**config.mk**
```make
export PLATFORM = sky130hd
export DESIGN_NAME = irq_prio_ctrl
export DESIGN_NICKNAME = d
export VERILOG_FILES = /design/src/rtl/irq_prio_pkg.sv /design/src/rtl/irq_src_cond.sv /design/src/rtl/irq_arbiter.sv /design/src/rtl/irq_nest_stack.sv /design/src/rtl/irq_prio_ctrl.sv
export SDC_FILE = /design/constraint.sdc
export NUM_CORES = 1
export LEC_CHECK = 0
export BUFFER_PORTS_ARGS = -buffer_cell sky130_fd_sc_hd__buf_2
export CORE_ASPECT_RATIO = 0.75
export CORE_MARGIN = 1
export CORE_UTILIZATION = 52
export CTS_CLUSTER_SIZE = 28
export DETAILED_ROUTE_END_ITERATION = 10
export PLACE_DENSITY = 0.86
export RECOVER_POWER = 100
export SLEW_MARGIN = 20
export SYNTH_ARGS = -nofsm -noshare
export SYNTH_HDL_FRONTEND = slang
export SYNTH_SLANG_ARGS = --single-unit
```
**constraint.sdc**
```tcl
create_clock -name clk -period 9.85 [get_ports clk]
set_input_delay 2.955 -clock clk [delete_from_list [all_inputs] [get_ports clk]]
set_output_delay 2.955 -clock clk [all_outputs]
set_load 0.02 [all_outputs]
```
**src/rtl/irq_prio_pkg.sv**
```systemverilog
package irq_prio_pkg;
   typedef enum logic {TRIG_LEVEL = 1'b0, TRIG_EDGE = 1'b1} trig_e;
   localparam int PF_IDX = 0;
endpackage

```
**src/rtl/irq_src_cond.sv**
```systemverilog
module irq_src_cond
   import irq_prio_pkg::*;
#(
   parameter int NUM_EXT = 6
) (
   input  logic               clk,
   input  logic               rst_n,
   input  logic [NUM_EXT-1:0] pin_n,
   input  logic [NUM_EXT-1:0] edge_mode,
   input  logic [NUM_EXT-1:0] clr,
   output logic [NUM_EXT-1:0] flag
);
   logic [NUM_EXT-1:0] pin_q;
   logic [NUM_EXT-1:0] edge_q;

   always_ff @(posedge clk or negedge rst_n) begin
      if (!rst_n) pin_q <= '1;
      else        pin_q <= pin_n;
   end

   for (genvar e = 0; e < NUM_EXT; e++) begin : g_pin
      logic fall;
      assign fall = (edge_mode[e] == TRIG_EDGE) && pin_q[e] && !pin_n[e];

      always_ff @(posedge clk or negedge rst_n) begin
         if (!rst_n)      edge_q[e] <= 1'b0;
         else if (fall)   edge_q[e] <= 1'b1;
         else if (clr[e]) edge_q[e] <= 1'b0;
      end

      assign flag[e] = (edge_mode[e] == TRIG_EDGE) ? edge_q[e] : !pin_n[e];

      // a captured edge persists until its clear strobe
      p_edge_hold_r6: assert property (@(posedge clk) disable iff (!rst_n)
         (edge_q[e] && !clr[e]) |=> edge_q[e]);
   end
endmodule

```
**src/rtl/irq_arbiter.sv**
```systemverilog
module irq_arbiter #(
   parameter int NUM_SRC = 13,
   parameter int SRC_W   = 4,
   parameter int ELVL_W  = 3
) (
   input  logic [NUM_SRC-1:0]             pend,
   input  logic [NUM_SRC-1:0][ELVL_W-1:0] lvl_e,
   output logic                           win_v,
   output logic [SRC_W-1:0]               win_i,
   output logic [ELVL_W-1:0]              win_l
);
   // Scan from the highest index down; ">=" lets a lower index take a tie.
   always_comb begin
      win_v = 1'b0;
      win_i = '0;
      win_l = '0;
      for (int i = NUM_SRC - 1; i >= 0; i--) begin
         if (pend[i] && (!win_v || lvl_e[i] >= win_l)) begin
            win_v = 1'b1;
            win_i = SRC_W'(i);
            win_l = lvl_e[i];
         end
      end
   end
endmodule

```
**src/rtl/irq_nest_stack.sv**
```systemverilog
module irq_nest_stack #(
   parameter int NUM_LVL = 5,
   parameter int ELVL_W  = 3
) (
   input  logic              clk,
   input  logic              rst_n,
   input  logic              push,
   input  logic [ELVL_W-1:0] push_lvl,
   input  logic              pop,
   output logic [ELVL_W-1:0] cur_p1
);
   logic [NUM_LVL-1:0] in_svc;
   logic [NUM_LVL-1:0] nxt;

   always_comb begin
      nxt    = in_svc;
      cur_p1 = '0;
      for (int i = 0; i < NUM_LVL; i++)
         if (in_svc[i]) cur_p1 = ELVL_W'(i + 1);
      if (pop && cur_p1 != '0) nxt[cur_p1 - ELVL_W'(1)] = 1'b0;
      if (push) nxt[push_lvl] = 1'b1;
   end

   always_ff @(posedge clk or negedge rst_n) begin
      if (!rst_n) in_svc <= '0;
      else        in_svc <= nxt;
   end

   // an accepted vector marks its level in service
   p_push_marks_r10: assert property (@(posedge clk) disable iff (!rst_n)
      push |=> in_svc[$past(push_lvl)]);
   // a return alone removes exactly one level
   p_pop_drops_r10: assert property (@(posedge clk) disable iff (!rst_n)
      (pop && !push && |in_svc) |=> ($countones(in_svc) == $countones($past(in_svc)) - 1));
endmodule

```
**src/rtl/irq_prio_ctrl.sv**
```systemverilog
module irq_prio_ctrl
   import irq_prio_pkg::*;
#(
   parameter int                 NUM_EXT      = 6,
   parameter int                 NUM_INT      = 6,
   parameter int                 LVL_W        = 2,
   parameter logic [NUM_INT-1:0] AUTO_CLR_INT = 6'b000111,
   localparam int                NUM_SRC      = 1 + NUM_EXT + NUM_INT,
   localparam int                SRC_W        = $clog2(NUM_SRC)
) (
   input  logic                          clk,
   input  logic                          rst_n,
   input  logic [NUM_EXT-1:0]            ext_pin_n,
   input  logic [NUM_EXT-1:0]            ext_edge,
   input  logic [NUM_INT-1:0]            int_flag,
   input  logic                          pfail_flag,
   input  logic [NUM_SRC-1:0]            src_en,
   input  logic                          glb_en,
   input  logic [NUM_SRC-1:0][LVL_W-1:0] src_lvl,
   input  logic                          irq_ack,
   input  logic                          irq_ret,
   output logic                          irq_req,
   output logic [SRC_W-1:0]              irq_src,
   output logic [NUM_SRC-1:0]            flag_clr,
   output logic [NUM_EXT-1:0]            ext_flag
);
   localparam int NUM_LVL = (1 << LVL_W) + 1;
   localparam int TOP_LVL = NUM_LVL - 1;
   localparam int ELVL_W  = $clog2(NUM_LVL + 1);

   if (NUM_EXT < 1 || NUM_INT < 1) begin : g_bad_count
      $error("irq_prio_ctrl: need at least one external and one internal source");
   end
   if (LVL_W < 1 || LVL_W > 4) begin : g_bad_lvl
      $error("irq_prio_ctrl: LVL_W out of range");
   end

   logic [NUM_SRC-1:0]             src_flag, pend, auto_en, clr_now, clr_q;
   logic [NUM_SRC-1:0][ELVL_W-1:0] lvl_e;
   logic [NUM_EXT-1:0]             ext_clr;
   logic                           win_v, req_q, ack_ok;
   logic [SRC_W-1:0]               win_i, src_q;
   logic [ELVL_W-1:0]              win_l, lvl_q, cur_p1;

   irq_src_cond #(.NUM_EXT(NUM_EXT)) u_cond (
      .clk(clk), .rst_n(rst_n), .pin_n(ext_pin_n), .edge_mode(ext_edge),
      .clr(ext_clr), .flag(ext_flag));

   assign src_flag = {int_flag, ext_flag, pfail_flag};

   for (genvar i = 0; i < NUM_SRC; i++) begin : g_src
      if (i == PF_IDX) begin : g_pf
         assign lvl_e[i]   = ELVL_W'(TOP_LVL);
         assign pend[i]    = src_flag[i] && src_en[i];
         assign auto_en[i] = 1'b0;
      end else if (i <= NUM_EXT) begin : g_ext
         assign lvl_e[i]   = ELVL_W'(src_lvl[i]);
         assign pend[i]    = src_flag[i] && src_en[i] && glb_en;
         assign auto_en[i] = (ext_edge[i-1] == TRIG_EDGE);
      end else begin : g_int
         assign lvl_e[i]   = ELVL_W'(src_lvl[i]);
         assign pend[i]    = src_flag[i] && src_en[i] && glb_en;
         assign auto_en[i] = AUTO_CLR_INT[i-1-NUM_EXT];
      end
   end

   irq_arbiter #(.NUM_SRC(NUM_SRC), .SRC_W(SRC_W), .ELVL_W(ELVL_W)) u_arb (
      .pend(pend), .lvl_e(lvl_e), .win_v(win_v), .win_i(win_i), .win_l(win_l));

   assign ack_ok  = irq_ack && req_q;
   assign clr_now = ack_ok ? (auto_en & (NUM_SRC'(1) << src_q)) : '0;
   assign ext_clr = clr_now[NUM_EXT:1];

   irq_nest_stack #(.NUM_LVL(NUM_LVL), .ELVL_W(ELVL_W)) u_nest (
      .clk(clk), .rst_n(rst_n), .push(ack_ok), .push_lvl(lvl_q),
      .pop(irq_ret), .cur_p1(cur_p1));

   always_ff @(posedge clk or negedge rst_n) begin
      if (!rst_n) begin
         req_q <= 1'b0;
         src_q <= '0;
         lvl_q <= '0;
         clr_q <= '0;
      end else begin
         clr_q <= clr_now;
         if (ack_ok) begin
            req_q <= 1'b0;
         end else begin
            req_q <= win_v && ((win_l + ELVL_W'(1)) > cur_p1);
            src_q <= win_i;
            lvl_q <= win_l;
         end
      end
   end

   assign irq_req  = req_q;
   assign irq_src  = src_q;
   assign flag_clr = clr_q;

   // an accepted vector withdraws the request for one cycle
   p_ack_drops_req_r9: assert property (@(posedge clk) disable iff (!rst_n)
      (irq_ack && irq_req) |=> !irq_req);
   // at most one clear strobe at a time
   p_clr_onehot_r8: assert property (@(posedge clk) disable iff (!rst_n)
      $onehot0(flag_clr));
   // with global enable off only the power-fail source is presented
   p_glb_mask_r2: assert property (@(posedge clk) disable iff (!rst_n)
      (irq_req && !$past(glb_en)) |-> (irq_src == SRC_W'(PF_IDX)));
endmodule

```
==> impl_metrics.yaml <==
yosys:
  synthTopCellsByCount: "36 x nand2_1, 33 x inv_1, 28 x dfrtp_1"
  synth.most_common_cell: "nand2_1"
  synth-compound-area-share: 0.251
  synth_largest_area_cell: "dfrtp_1"
  yosys.area_share.simple: 0.237
  ys_types: 66
  synth_seq_cells: 34
  synthXorXnorAreaFrac: 0.00304
  synth_fa_ha_area_frac: 0.116
  synth_edf_count: 0
  synth_top_area_frac: 0.243
  yosys_most_used_dff: "dfrtp_1"
  yosysSeqAreaShare: 0.298
  syn_area_sq_um: 2880
  synth_mux_area_frac: 0.0200
  synth_area_leaders: "dfrtp_1 24%, ha_1 11%, dfstp_2 5.5%"
  syn-mean-instance-area_sq_um: 8.34
  synth_top_family_by_area: "compound AO/OA/AOI/OAI gates"
  synth_cells: 345
  yosys_warnings: 0
  ys_async_sr_fraction: 1.00
critical_path:
  crit_path_start_kind: "input port"
  cp_slowest_cell: "a2111oi_4"
  cp-end-kind: "flop"
  cp.depth: 79
  cp_common_cell: "buf_4"
  path_delay_family: "compound AO/OA/AOI/OAI gates"
  path_buf_inv: 12
  critical_path_required_ns: 10.06
  slowest_delay_ns: 0.41
  crit_type: "in -> reg"
  cp_max_fo: 4
  arrival_ns: 17.82
  reg2reg_depth: 50
status:
  outcome: "finished, violations left"
  violations: "capacitance limit, slew limit, setup timing"
global_route:
  grt_pass1_wl_um: 17600
  antenna_found_initial: 2
  grt_pass1_vias: 3748
  grt_usage: 0.400
  grt.overflow.total: 0
  grt_max_degree: 35
clock_network:
  cts_max_level: 2
  cts_sinks: 34
  ctsHoldBuffers: 0
  clk_latency_ns: 0.29
  cts_tree: "yes"
  clkTransAtPathRegs_ns: 0.07
  cts-buffers-inserted: 5
  cts-root-buf: "clkbuf_8"
  clockBufferDepth: 2
die:
  die_h_um: 66.4
  die_area_sq_um: 5840
  start_util: 0.541
  core_area_sq_um: 5320
  die_w_um: 87.9
  std_cell_rows: 23
  io_pins: 87
routing:
  top_layer: "met4"
  wl_met3_um: 2230
  met2_length_um: 6560
  drc_errors: 0
  ant_nets: 0
  via_count: 4299
  routed_wl_um: 15400
  wl_per_cell_um: 24.5
  via_per_inst: 6.82
  dr.first_iter.drc_count: 709
  met1Wirelength_um: 5070
  dr.pass1.iters: 7
timing:
  grt_setup_unrepaired: "yes"
  fin_tns_setup_ns: -48.43
  skew_ns: 0.00958
  period_share: 1.79
  fmax_mhz: 56.8
  layout_setup_ws_ns: -7.76
  tightest_slew_ns: 1.79
  period_minus_slack_ns: 17.61
  slew_violations: 35
  hold_viol_final: 0
  finalSetupViolCount: 7
  relSlewSlack: -0.195
place:
  post-place-ws_ns: -7.15
  placed_area_sq_um: 4110
  port_buffers: 80
  dp_hpwl_um: 7210
  place.gp.congestion: 0.882
run:
  cap_violations: 1
cells_and_area:
  drive_gt1_frac: 0.505
  finalNetCount: 641
  syn_to_final_growth_pct: 70.7
  final_area_sq_um: 4910
  nFillCells: 200
hold_path:
  hold_class: "reg -> reg"
  worstHoldPathCells: 2
power:
  power_leakage_uw: 0.00240
  vdd_drop_max_uv: 126
  powerDensity_nw_per_um2: 153
==> flip-flops by register name (all words and copies together) (netlist names) <==
name and flops:
flag_clr 9, irq_req 1, irq_src 4, lvl_q 3, u_cond.edge_q 6, u_cond.pin_q 6
u_nest.in_svc 5
==> what timing repair did <==
item | 4_1_cts | 5_1_grt
pin swaps | 16 | 45
resized for setup | 35 | 38
setup buffers | 33 | 23
setup endpoints to repair | 7 | 7
==> power breakdown <==
group / switching (uW) / internal [uW] / total, uW
clock: 51.9 / 70.6 / 123
combinational: 239 / 199 / 438
sequential: 28.4 / 164 / 193
==> routing by layer <==
metal / track usage / vias to the layer above
met4: 0.234 / 0
met3: 0.0924 / 193
met5: 0 / -
li1: - / 1667
met2: 0.660 / 518
met1: 0.475 / 1921
==> stage by stage <==
stage | power (uW) | hold WS [ns] | util | cells
after detailed placement | 483 | 0.522 | 0.771 | 571
after global routing | 782 | 0.565 | 0.922 | 629
after floorplan | 371 | 0.467 | - | 348
after global placement | 461 | 0.501 | 0.771 | 571
after CTS | 635 | 0.529 | 0.867 | 612
final | 753 | 0.545 | 0.923 | 630
==> layout by cell type (no fill, tap or decap), types with 8 or more instances in the layout <==
cell type / n
ha_1: 16
dfrtp_1: 28
nand2b_4: 9
a21oi_1: 8
clkbuf_1: 27
buf_4: 120
nand2_1: 32
o21ai_0: 18
clkbuf_8: 8
ha_4: 9
nor2_1: 17
buf_6: 8
nand3_1: 8
inv_1: 29
buf_2: 52
==> kinds of logic after synthesis <==
kind of cell / Yosys count
mux: 5
fa+ha+maj: 27
other cells: 1
flops: 34
buf+inv: 44
compound gates: 101
xor+xnor: 1
simple gates: 132
==> tightest hold or removal path: cells and delay by family, from the launching register on <==
kind	cells	cell delay, ns
compound gates	1	0.08
flops	1	0.36
simple gates	1	0.06
==> area by class of cell <==
| type | instances | area (sq um) | share of cell area |
|---|---|---|---|
| diodes | 1 | 2.50 | 0.000509 |
| clock buffers | 8 | 110 | 0.0224 |
| inverters | 33 | 128 | 0.0260 |
| multi-input cells | 270 | 2340 | 0.477 |
| flip-flops and latches | 34 | 858 | 0.175 |
| well taps | 75 | 93.8 | 0.0191 |
| repair buffers | 209 | 1380 | 0.280 |
==> path summary, 6_finish.rpt <==
path	startpoint	to	slack [ns]
min	u_cond.pin_q[0]$_DFF_PN1_	u_cond.edge_q[0]$_DFFE_PN0P_	0.54
max	glb_en	irq_req$_DFF_PN0_	-7.76
max reg2reg	u_cond.edge_q[5]$_DFFE_PN0P_	irq_req$_DFF_PN0_	0.48
max in group asynchronous	rst_n	u_cond.edge_q[2]$_DFFE_PN0P_	5.68
min in group asynchronous	rst_n	u_cond.edge_q[4]$_DFFE_PN0P_	3.14
min reg2reg	u_cond.pin_q[0]$_DFF_PN1_	u_cond.edge_q[0]$_DFFE_PN0P_	0.54
(Power assumes the default switching activity.)
